## config.mk

```make
export PLATFORM = sky130hd
export DESIGN_NAME = vec_step_seq
export DESIGN_NICKNAME = d
export VERILOG_FILES = /design/src/rtl/vseq_pkg.sv /design/src/rtl/vseq_regnum.sv /design/src/rtl/vseq_spr.sv /design/src/rtl/vseq_ctrl.sv /design/src/rtl/vec_step_seq.sv
export SDC_FILE = /design/constraint.sdc
export NUM_CORES = 1
export LEC_CHECK = 0
export CAP_MARGIN = 20
export CORE_ASPECT_RATIO = 1.5
export CORE_MARGIN = 5
export CORE_UTILIZATION = 52
export CTS_CLUSTER_DIAMETER = 30
export DETAILED_ROUTE_END_ITERATION = 10
export PLACE_DENSITY = 0.91
export SLEW_MARGIN = 40
export SYNTH_ARGS = -nofsm -noshare
export SYNTH_HDL_FRONTEND = slang
export SYNTH_SLANG_ARGS = --single-unit
```

## constraint.sdc

```tcl
create_clock -name clk -period 5.6 [get_ports clk]
set_input_delay 0.56 -clock clk [delete_from_list [all_inputs] [get_ports clk]]
set_output_delay 0.56 -clock clk [all_outputs]
set_load 0.05 [all_outputs]
```

## src/rtl/vseq_pkg.sv

```systemverilog
package vseq_pkg;
  localparam int SV_W   = 32;
  localparam int FLD_W  = 7;
  localparam int RSV_W  = SV_W - 3 * FLD_W;
  localparam int OPC_W  = 3;
  localparam int SPRN_W = 10;

  localparam logic [SPRN_W-1:0] SPR_STATE  = 10'd704;
  localparam logic [SPRN_W-1:0] SPR_SHADOW = 10'd720;

  typedef struct packed {
    logic [RSV_W-1:0] rsv;
    logic [FLD_W-1:0] step;
    logic [FLD_W-1:0] vl;
    logic [FLD_W-1:0] mvl;
  } svstate_t;

  typedef enum logic [OPC_W-1:0] {
    OPC_ALU    = 3'd0,
    OPC_SETLEN = 3'd1,
    OPC_BRANCH = 3'd2,
    OPC_MSRWR  = 3'd3,
    OPC_MSRRD  = 3'd4,
    OPC_LOAD   = 3'd5,
    OPC_STORE  = 3'd6,
    OPC_SPRMV  = 3'd7
  } opclass_e;

  function automatic logic class_blocked(input logic [OPC_W-1:0] c);
    return (c == OPC_SETLEN) || (c == OPC_BRANCH) ||
           (c == OPC_MSRWR)  || (c == OPC_MSRRD);
  endfunction

  function automatic svstate_t sv_clean(input logic [SV_W-1:0] w);
    svstate_t s;
    s = svstate_t'(w);
    s.rsv = '0;
    if (s.vl > s.mvl) s.vl = s.mvl;
    return s;
  endfunction
endpackage

```

## src/rtl/vseq_regnum.sv

```systemverilog
module vseq_regnum
  import vseq_pkg::*;
#(
  parameter int REG_W   = 7,
  parameter int NUM_OPS = 3,
  localparam int OPS_W  = NUM_OPS * REG_W,
  localparam int SUM_W  = ((REG_W > FLD_W) ? REG_W : FLD_W) + 1
) (
  input  logic [OPS_W-1:0]   base,
  input  logic [NUM_OPS-1:0] isvec,
  input  logic [FLD_W-1:0]   step,
  output logic [OPS_W-1:0]   regs,
  output logic               ovf
);
  logic [NUM_OPS-1:0] ovf_v;

  for (genvar g = 0; g < NUM_OPS; g++) begin : g_op
    logic [SUM_W-1:0] sum;
    assign sum = SUM_W'(base[g*REG_W +: REG_W]) + (isvec[g] ? SUM_W'(step) : '0);
    assign regs[g*REG_W +: REG_W] = sum[REG_W-1:0];
    assign ovf_v[g] = |sum[SUM_W-1:REG_W];
  end

  assign ovf = |ovf_v;
endmodule

```

## src/rtl/vseq_spr.sv

```systemverilog
module vseq_spr
  import vseq_pkg::*;
(
  input  logic              clk,
  input  logic              rst,
  input  logic              sw_en,
  input  logic              spr_we,
  input  logic [SPRN_W-1:0] spr_num,
  input  logic [SV_W-1:0]   spr_wdata,
  input  logic              step_we,
  input  logic [FLD_W-1:0]  step_val,
  input  logic              exc_save,
  input  logic [FLD_W-1:0]  exc_step,
  input  logic              restore_go,
  output svstate_t          state,
  output svstate_t          shadow,
  output logic [SV_W-1:0]   spr_rdata
);
  always_ff @(posedge clk) begin
    if (rst) begin
      state  <= '0;
      shadow <= '0;
    end else if (exc_save) begin
      shadow      <= state;
      shadow.step <= exc_step;
      state.step  <= '0;
    end else if (step_we) begin
      state.step <= step_val;
    end else if (restore_go) begin
      state <= shadow;
    end else if (sw_en && spr_we) begin
      if (spr_num == SPR_STATE)  state  <= sv_clean(spr_wdata);
      if (spr_num == SPR_SHADOW) shadow <= sv_clean(spr_wdata);
    end
  end

  always_ff @(posedge clk) begin
    if (rst) spr_rdata <= '0;
    else if (spr_num == SPR_STATE)  spr_rdata <= state;
    else if (spr_num == SPR_SHADOW) spr_rdata <= shadow;
    else spr_rdata <= '0;
  end
endmodule

```

## src/rtl/vseq_ctrl.sv

```systemverilog
module vseq_ctrl
  import vseq_pkg::*;
#(
  parameter int REG_W   = 7,
  parameter int NUM_OPS = 3,
  localparam int OPS_W  = NUM_OPS * REG_W
) (
  input  logic               clk,
  input  logic               rst,
  input  logic               in_valid,
  input  logic               in_prefixed,
  input  logic [OPC_W-1:0]   in_opclass,
  input  logic [OPS_W-1:0]   in_base,
  input  logic [NUM_OPS-1:0] in_isvec,
  output logic               in_ready,
  input  logic               el_ready,
  input  logic               irq_req,
  input  logic               restore_req,
  input  logic [FLD_W-1:0]   cur_vl,
  input  logic [FLD_W-1:0]   cur_step,
  input  logic [OPS_W-1:0]   rn_regs,
  input  logic               rn_ovf,
  output logic [OPS_W-1:0]   src_base,
  output logic [NUM_OPS-1:0] src_vec,
  output logic [FLD_W-1:0]   src_step,
  output logic               el_valid,
  output logic [OPS_W-1:0]   el_regs,
  output logic [FLD_W-1:0]   el_step,
  output logic               el_last,
  output logic               retire,
  output logic               exc_take,
  output logic               exc_illegal,
  output logic               step_we,
  output logic [FLD_W-1:0]   step_val,
  output logic               exc_save,
  output logic [FLD_W-1:0]   exc_step,
  output logic               restore_go,
  output logic               idle
);
  typedef enum logic {S_IDLE, S_RUN} st_e;
  st_e state, nxt_state;

  logic [OPS_W-1:0]   lat_base;
  logic [NUM_OPS-1:0] lat_vec;
  logic               lat_pref;
  logic [FLD_W-1:0]   nstep;
  logic               do_issue, issue_last, set_retire, set_exc, set_ill, drop;

  assign idle     = (state == S_IDLE);
  assign in_ready = idle && !irq_req && !restore_req;
  assign nstep    = el_step + FLD_W'(1);
  assign src_base = idle ? in_base : lat_base;
  assign src_vec  = idle ? (in_prefixed ? in_isvec : '0) : lat_vec;
  assign src_step = idle ? (in_prefixed ? cur_step : '0) : nstep;

  always_comb begin
    nxt_state  = state;
    step_we    = 1'b0;
    step_val   = '0;
    exc_save   = 1'b0;
    exc_step   = cur_step;
    restore_go = 1'b0;
    do_issue   = 1'b0;
    issue_last = 1'b0;
    set_retire = 1'b0;
    set_exc    = 1'b0;
    set_ill    = 1'b0;
    drop       = 1'b0;
    unique case (state)
      S_IDLE: begin
        if (irq_req) begin
          exc_save = 1'b1;
          set_exc  = 1'b1;
        end else if (restore_req) begin
          restore_go = 1'b1;
        end else if (in_valid) begin
          if (in_prefixed && class_blocked(in_opclass)) begin
            exc_save = 1'b1;
            set_exc  = 1'b1;
            set_ill  = 1'b1;
          end else if (in_prefixed && (cur_vl == '0 || cur_step >= cur_vl)) begin
            set_retire = 1'b1;
            step_we    = 1'b1;
          end else if (rn_ovf) begin
            exc_save = 1'b1;
            set_exc  = 1'b1;
            set_ill  = 1'b1;
          end else begin
            do_issue   = 1'b1;
            issue_last = !in_prefixed ||
                         (({1'b0, cur_step} + (FLD_W+1)'(1)) == {1'b0, cur_vl});
            nxt_state  = S_RUN;
          end
        end
      end
      S_RUN: begin
        if (el_ready) begin
          if (el_last) begin
            drop       = 1'b1;
            set_retire = 1'b1;
            step_we    = lat_pref;
            nxt_state  = S_IDLE;
          end else if (irq_req || rn_ovf) begin
            drop      = 1'b1;
            exc_save  = 1'b1;
            exc_step  = nstep;
            set_exc   = 1'b1;
            set_ill   = !irq_req;
            nxt_state = S_IDLE;
          end else begin
            do_issue   = 1'b1;
            issue_last = (({1'b0, nstep} + (FLD_W+1)'(1)) == {1'b0, cur_vl});
            step_we    = 1'b1;
            step_val   = nstep;
          end
        end
      end
      default: nxt_state = S_IDLE;
    endcase
  end

  always_ff @(posedge clk) begin
    if (rst) begin
      state       <= S_IDLE;
      el_valid    <= 1'b0;
      el_regs     <= '0;
      el_step     <= '0;
      el_last     <= 1'b0;
      retire      <= 1'b0;
      exc_take    <= 1'b0;
      exc_illegal <= 1'b0;
      lat_base    <= '0;
      lat_vec     <= '0;
      lat_pref    <= 1'b0;
    end else begin
      state       <= nxt_state;
      retire      <= set_retire;
      exc_take    <= set_exc;
      exc_illegal <= set_ill;
      if (do_issue) begin
        el_valid <= 1'b1;
        el_regs  <= rn_regs;
        el_step  <= src_step;
        el_last  <= issue_last;
      end else if (drop) begin
        el_valid <= 1'b0;
      end
      if (idle && do_issue) begin
        lat_base <= in_base;
        lat_vec  <= src_vec;
        lat_pref <= in_prefixed;
      end
    end
  end
endmodule

```

## src/rtl/vec_step_seq.sv

```systemverilog
module vec_step_seq
  import vseq_pkg::*;
#(
  parameter int REG_W   = 7,
  parameter int NUM_OPS = 3,
  localparam int OPS_W  = NUM_OPS * REG_W
) (
  input  logic               clk,
  input  logic               rst,
  input  logic               in_valid,
  output logic               in_ready,
  input  logic               in_prefixed,
  input  logic [2:0]         in_opclass,
  input  logic [OPS_W-1:0]   in_base,
  input  logic [NUM_OPS-1:0] in_isvec,
  output logic               el_valid,
  input  logic               el_ready,
  output logic [OPS_W-1:0]   el_regs,
  output logic [6:0]         el_step,
  output logic               el_last,
  output logic               retire,
  input  logic               irq_req,
  output logic               exc_take,
  output logic               exc_illegal,
  input  logic               restore,
  input  logic               spr_we,
  input  logic [9:0]         spr_num,
  input  logic [31:0]        spr_wdata,
  output logic [31:0]        spr_rdata,
  output logic [31:0]        svstate_o
);
  svstate_t           state, shadow;
  logic [OPS_W-1:0]   src_base, rn_regs;
  logic [NUM_OPS-1:0] src_vec;
  logic [FLD_W-1:0]   src_step, step_val, exc_step;
  logic               rn_ovf, step_we, exc_save, restore_go, idle;

  vseq_regnum #(.REG_W(REG_W), .NUM_OPS(NUM_OPS)) u_regnum (
    .base(src_base), .isvec(src_vec), .step(src_step),
    .regs(rn_regs), .ovf(rn_ovf)
  );

  vseq_spr u_spr (
    .clk(clk), .rst(rst), .sw_en(idle), .spr_we(spr_we), .spr_num(spr_num),
    .spr_wdata(spr_wdata), .step_we(step_we), .step_val(step_val),
    .exc_save(exc_save), .exc_step(exc_step), .restore_go(restore_go),
    .state(state), .shadow(shadow), .spr_rdata(spr_rdata)
  );

  vseq_ctrl #(.REG_W(REG_W), .NUM_OPS(NUM_OPS)) u_ctrl (
    .clk(clk), .rst(rst), .in_valid(in_valid), .in_prefixed(in_prefixed),
    .in_opclass(in_opclass), .in_base(in_base), .in_isvec(in_isvec),
    .in_ready(in_ready), .el_ready(el_ready), .irq_req(irq_req),
    .restore_req(restore), .cur_vl(state.vl), .cur_step(state.step),
    .rn_regs(rn_regs), .rn_ovf(rn_ovf), .src_base(src_base), .src_vec(src_vec),
    .src_step(src_step), .el_valid(el_valid), .el_regs(el_regs),
    .el_step(el_step), .el_last(el_last), .retire(retire),
    .exc_take(exc_take), .exc_illegal(exc_illegal), .step_we(step_we),
    .step_val(step_val), .exc_save(exc_save), .exc_step(exc_step),
    .restore_go(restore_go), .idle(idle)
  );

  assign svstate_o = state;
endmodule

```

==> qor.yml <==
logic_synthesis:
  syn_area_per_cell_sq_um: 8.32
  yosysSeqAreaShare_pct: 35.7
  synthFlopType: "dfxtp_1"
  yosys.area.top_type_share_pct: 35.7
  synth_edf_count: 0
  async_flop_share_pct: 0
  netlist.top_cell.by_area: "dfxtp_1"
  synthesis.nets: 1164
  yosysWarningCount: 0
  ys_seq_elements: 155
  netlist_instances: 1046
  ys_types: 68
  netlist_area_sq_um: 8700
  yosys-top-cells-area: "dfxtp_1 (36%), mux2i_1 (5.5%), ha_1 (5.5%), nand2_1 (5.0%), a21oi_1 (4.5%)"
setup_path:
  worst_path_most_repeated_cell: "nor2_1"
  crit_buf_inv: 3
  startpoint_type: "flip-flop"
  worstSetupEndpointType: "flip-flop"
  cp.arrival_ns: 5.02
  slowest_stage: "o21ai_1"
  cpPeakStageDelay_ns: 0.72
  crit_family: "compound AO/OA/AOI/OAI gates"
  path_max_fanout: 11
  critPathKind: "reg2reg"
  crit_path_cell_trace: "ha_1 > nand3_1 > xor2_1 > nor2_1 > a31oi_1 > nor2_1 > ha_1 > inv_1 > nor4_1 > nor2_1 > buf_4 > and3_1 > o21ai_1 > buf_4 > a31o_2"
  cp.required_ns: 5.97
timing:
  max_clock_freq_mhz: 215
  setup_violations: 0
  fin_crit_sh_pct: 83.1
  slew_headroom_pct: 45.0
  hold_viol_final: 0
  final.setup.tns_ns: 0
  worstMarginPinSlew_ns: 0.820
  period_minus_slack_ns: 4.65
  finClkSkew_ns: 0.00991
  drv_slew: 0
  rsz0062_at_grt: "false"
  setup_ws_ns: 0.945
flow_run:
  cap_violations: 0
global_routing:
  grt_util_all_layers_pct: 27.7
  grt_pass1_vias: 8661
  grt_pass1_wl_um: 43300
  grt_start_max_net_pins: 50
  antenna_found_initial: 1
  overflow: 0
place:
  numPortBuffers: 163
  gp_congestion: 0.953
  pre_cts_ws_ns: 0.787
  dp_hpwl_um: 19000
clock_network:
  cts_setup_buffers: 0
  h-tree-depth: 4
  clock-sinks: 155
  cts_buffers: 17
  clockBufferDepth: 2
  clockRootBuffer: "clkbuf_16"
  cts_tree: "done"
  clk_latency_ns: 0.43
  cts_hold_buf: 0
  clk_pin_slew_worst_paths_ns: 0.06
  cts_resized: 0
power_and_ir_drop:
  p_per_area_nw_per_um2: 275
  leakagePower_nw: 4.23
  peakVddDrop_mv: 0.184
route:
  routed_via_density: 6.24
  drc: 0
  ant_nets: 0
  drt_wl_total_um: 27300
  drt_iter0_drc: 849
  dr.pass1.iters: 7
  post_drt_wl_per_cell_um: 19.5
  via_count: 8742
floorplan:
  core-area_sq_um: 16600
  ioPinCount: 175
  initial_utilization_pct: 52.3
  die_y_um: 168
  rows: 58
  die_area_sq_um: 19500
  die_w_um: 116
final_layout:
  finish.utilization_pct: 66.9
  final_layout_size_suffix_gt1_share_pct: 8.99
  fin_nets: 1296
  area_delta_synth_final_pct: 27.7
run_status:
  status: "completed"
worst_hold_path:
  min_path_type: "reg2reg"
## power by group
group	internal (mW)	leakage [nW]	switching, mW	total (mW)
combinational	0.239	2.67	0.367	0.606
clock	0.760	0.303	0.485	1.25
sequential	1.15	1.26	0.0555	1.20
total	2.15	4.23	0.908	3.05
## cell usage after synthesis, drive strengths merged (11+ instances only)
cell type  count
dfxtp        155
nand2        115
nor2         105
a21oi         80
clkbuf        56
mux2i         48
nand3         46
o21ai         40
ha            38
nor3          31
a211oi        30
inv           30
o211ai        23
mux2          22
buf           21
and3          20
xnor2         18
a31o          12
a22oi         11
## cell usage in the layout, fill, tap and decap left out, types with 8 or more instances in the layout
master / Yosys / routed
a211oi_1: 29 / 29
clkdlybuf4s50_1: 0 / 161
nand3b_1: 8 / 8
buf_4: 0 / 28
nand2_1: 115 / 115
clkbuf_16: 0 / 17
and3_1: 20 / 20
nor2_1: 105 / 105
nor3_1: 31 / 31
a31o_2: 12 / 12
dfxtp_1: 155 / 155
o211ai_1: 23 / 23
a22oi_1: 11 / 11
xor2_1: 9 / 9
xnor2_1: 18 / 18
o32ai_1: 8 / 8
inv_1: 30 / 30
mux2_2: 22 / 22
mux2i_1: 48 / 48
o21ai_0: 37 / 37
a21oi_1: 79 / 79
ha_1: 38 / 38
nand3_1: 46 / 46
## cell families (layout without fill, tap and decap cells)
logic type	after synthesis	in the layout	synth area share (%)
muxes	70	70	8.37
and+or+nand+nor	363	363	19.3
DFF	155	155	35.7
other	0	1	0
AOI/OAI and AO/OA	279	279	21.8
buffers and inverters	107	251	4.96
xor gates and xnor gates	31	31	3.75
adders and majority gates	41	41	6.16
## path summary, 6_finish.rpt
| kind | from | to | slack (ns) | depth (start not counted) |
|---|---|---|---|---|
| setup reg to reg | u_ctrl.el_step[0] | u_spr.state[28] | 0.95 | 15 |
| hold reg to reg | u_ctrl.lat_base[14] | u_ctrl.lat_base[14] | 0.46 | 2 |
| setup / recovery | u_ctrl.el_step[0] | u_spr.state[28] | 0.95 | 15 |
| hold / removal | u_ctrl.lat_base[14] | u_ctrl.lat_base[14] | 0.46 | 2 |
## routing by layer
| layer | track usage [%] | share of wire, % | vias to the layer above |
|---|---|---|---|
| met5 | 0 | 0 | - |
| met4 | 17.8 | 6.1 | 0 |
| met3 | 4.96 | 7.9 | 109 |
| met2 | 47.1 | 50 | 480 |
| met1 | 31.2 | 36 | 4086 |
| li1 | - | - | 4067 |
## stage by stage
step	power, mW	hold slack, ns	area (sq um)	std cells
4_1_cts	3.05	0.455	11100	1400
3_3_place_gp	1.80	0.438	10500	1369
3_5_place_dp	1.81	0.447	10500	1369
2_1_floorplan	1.61	0.433	8700	1046
5_1_grt	3.16	0.471	11100	1401
6_report	3.05	0.456	11100	1401
## cell type report
type,count,area (sq um)
sequential,155,3100
antenna,1,2.50
fill,1289,5510
tap,210,263
inverter,30,113
clock inverter,13,193
clock buffer,18,439
multi-input combinational,784,5170
timing repair buffer,190,1830
## sequential cells by signal, indices dropped and copies added (netlist names), 3 cells and up
name and cells:
u_ctrl.el_regs 21, u_ctrl.el_step 7, u_ctrl.lat_base 21, u_ctrl.lat_vec 3, u_spr.shadow 32, u_spr.spr_rdata 32
u_spr.state 32
## worst register-to-register path: cells and delay by family (launching register included)
kind / cells / cell delay, ns
buffers and inverters: 3 / 0.57
DFF: 1 / 0.37
xor gates and xnor gates: 1 / 0.33
AOI/OAI and AO/OA: 3 / 1.41
and+or+nand+nor: 6 / 1.26
adders and majority gates: 2 / 0.66
(Power assumes the default switching activity.)
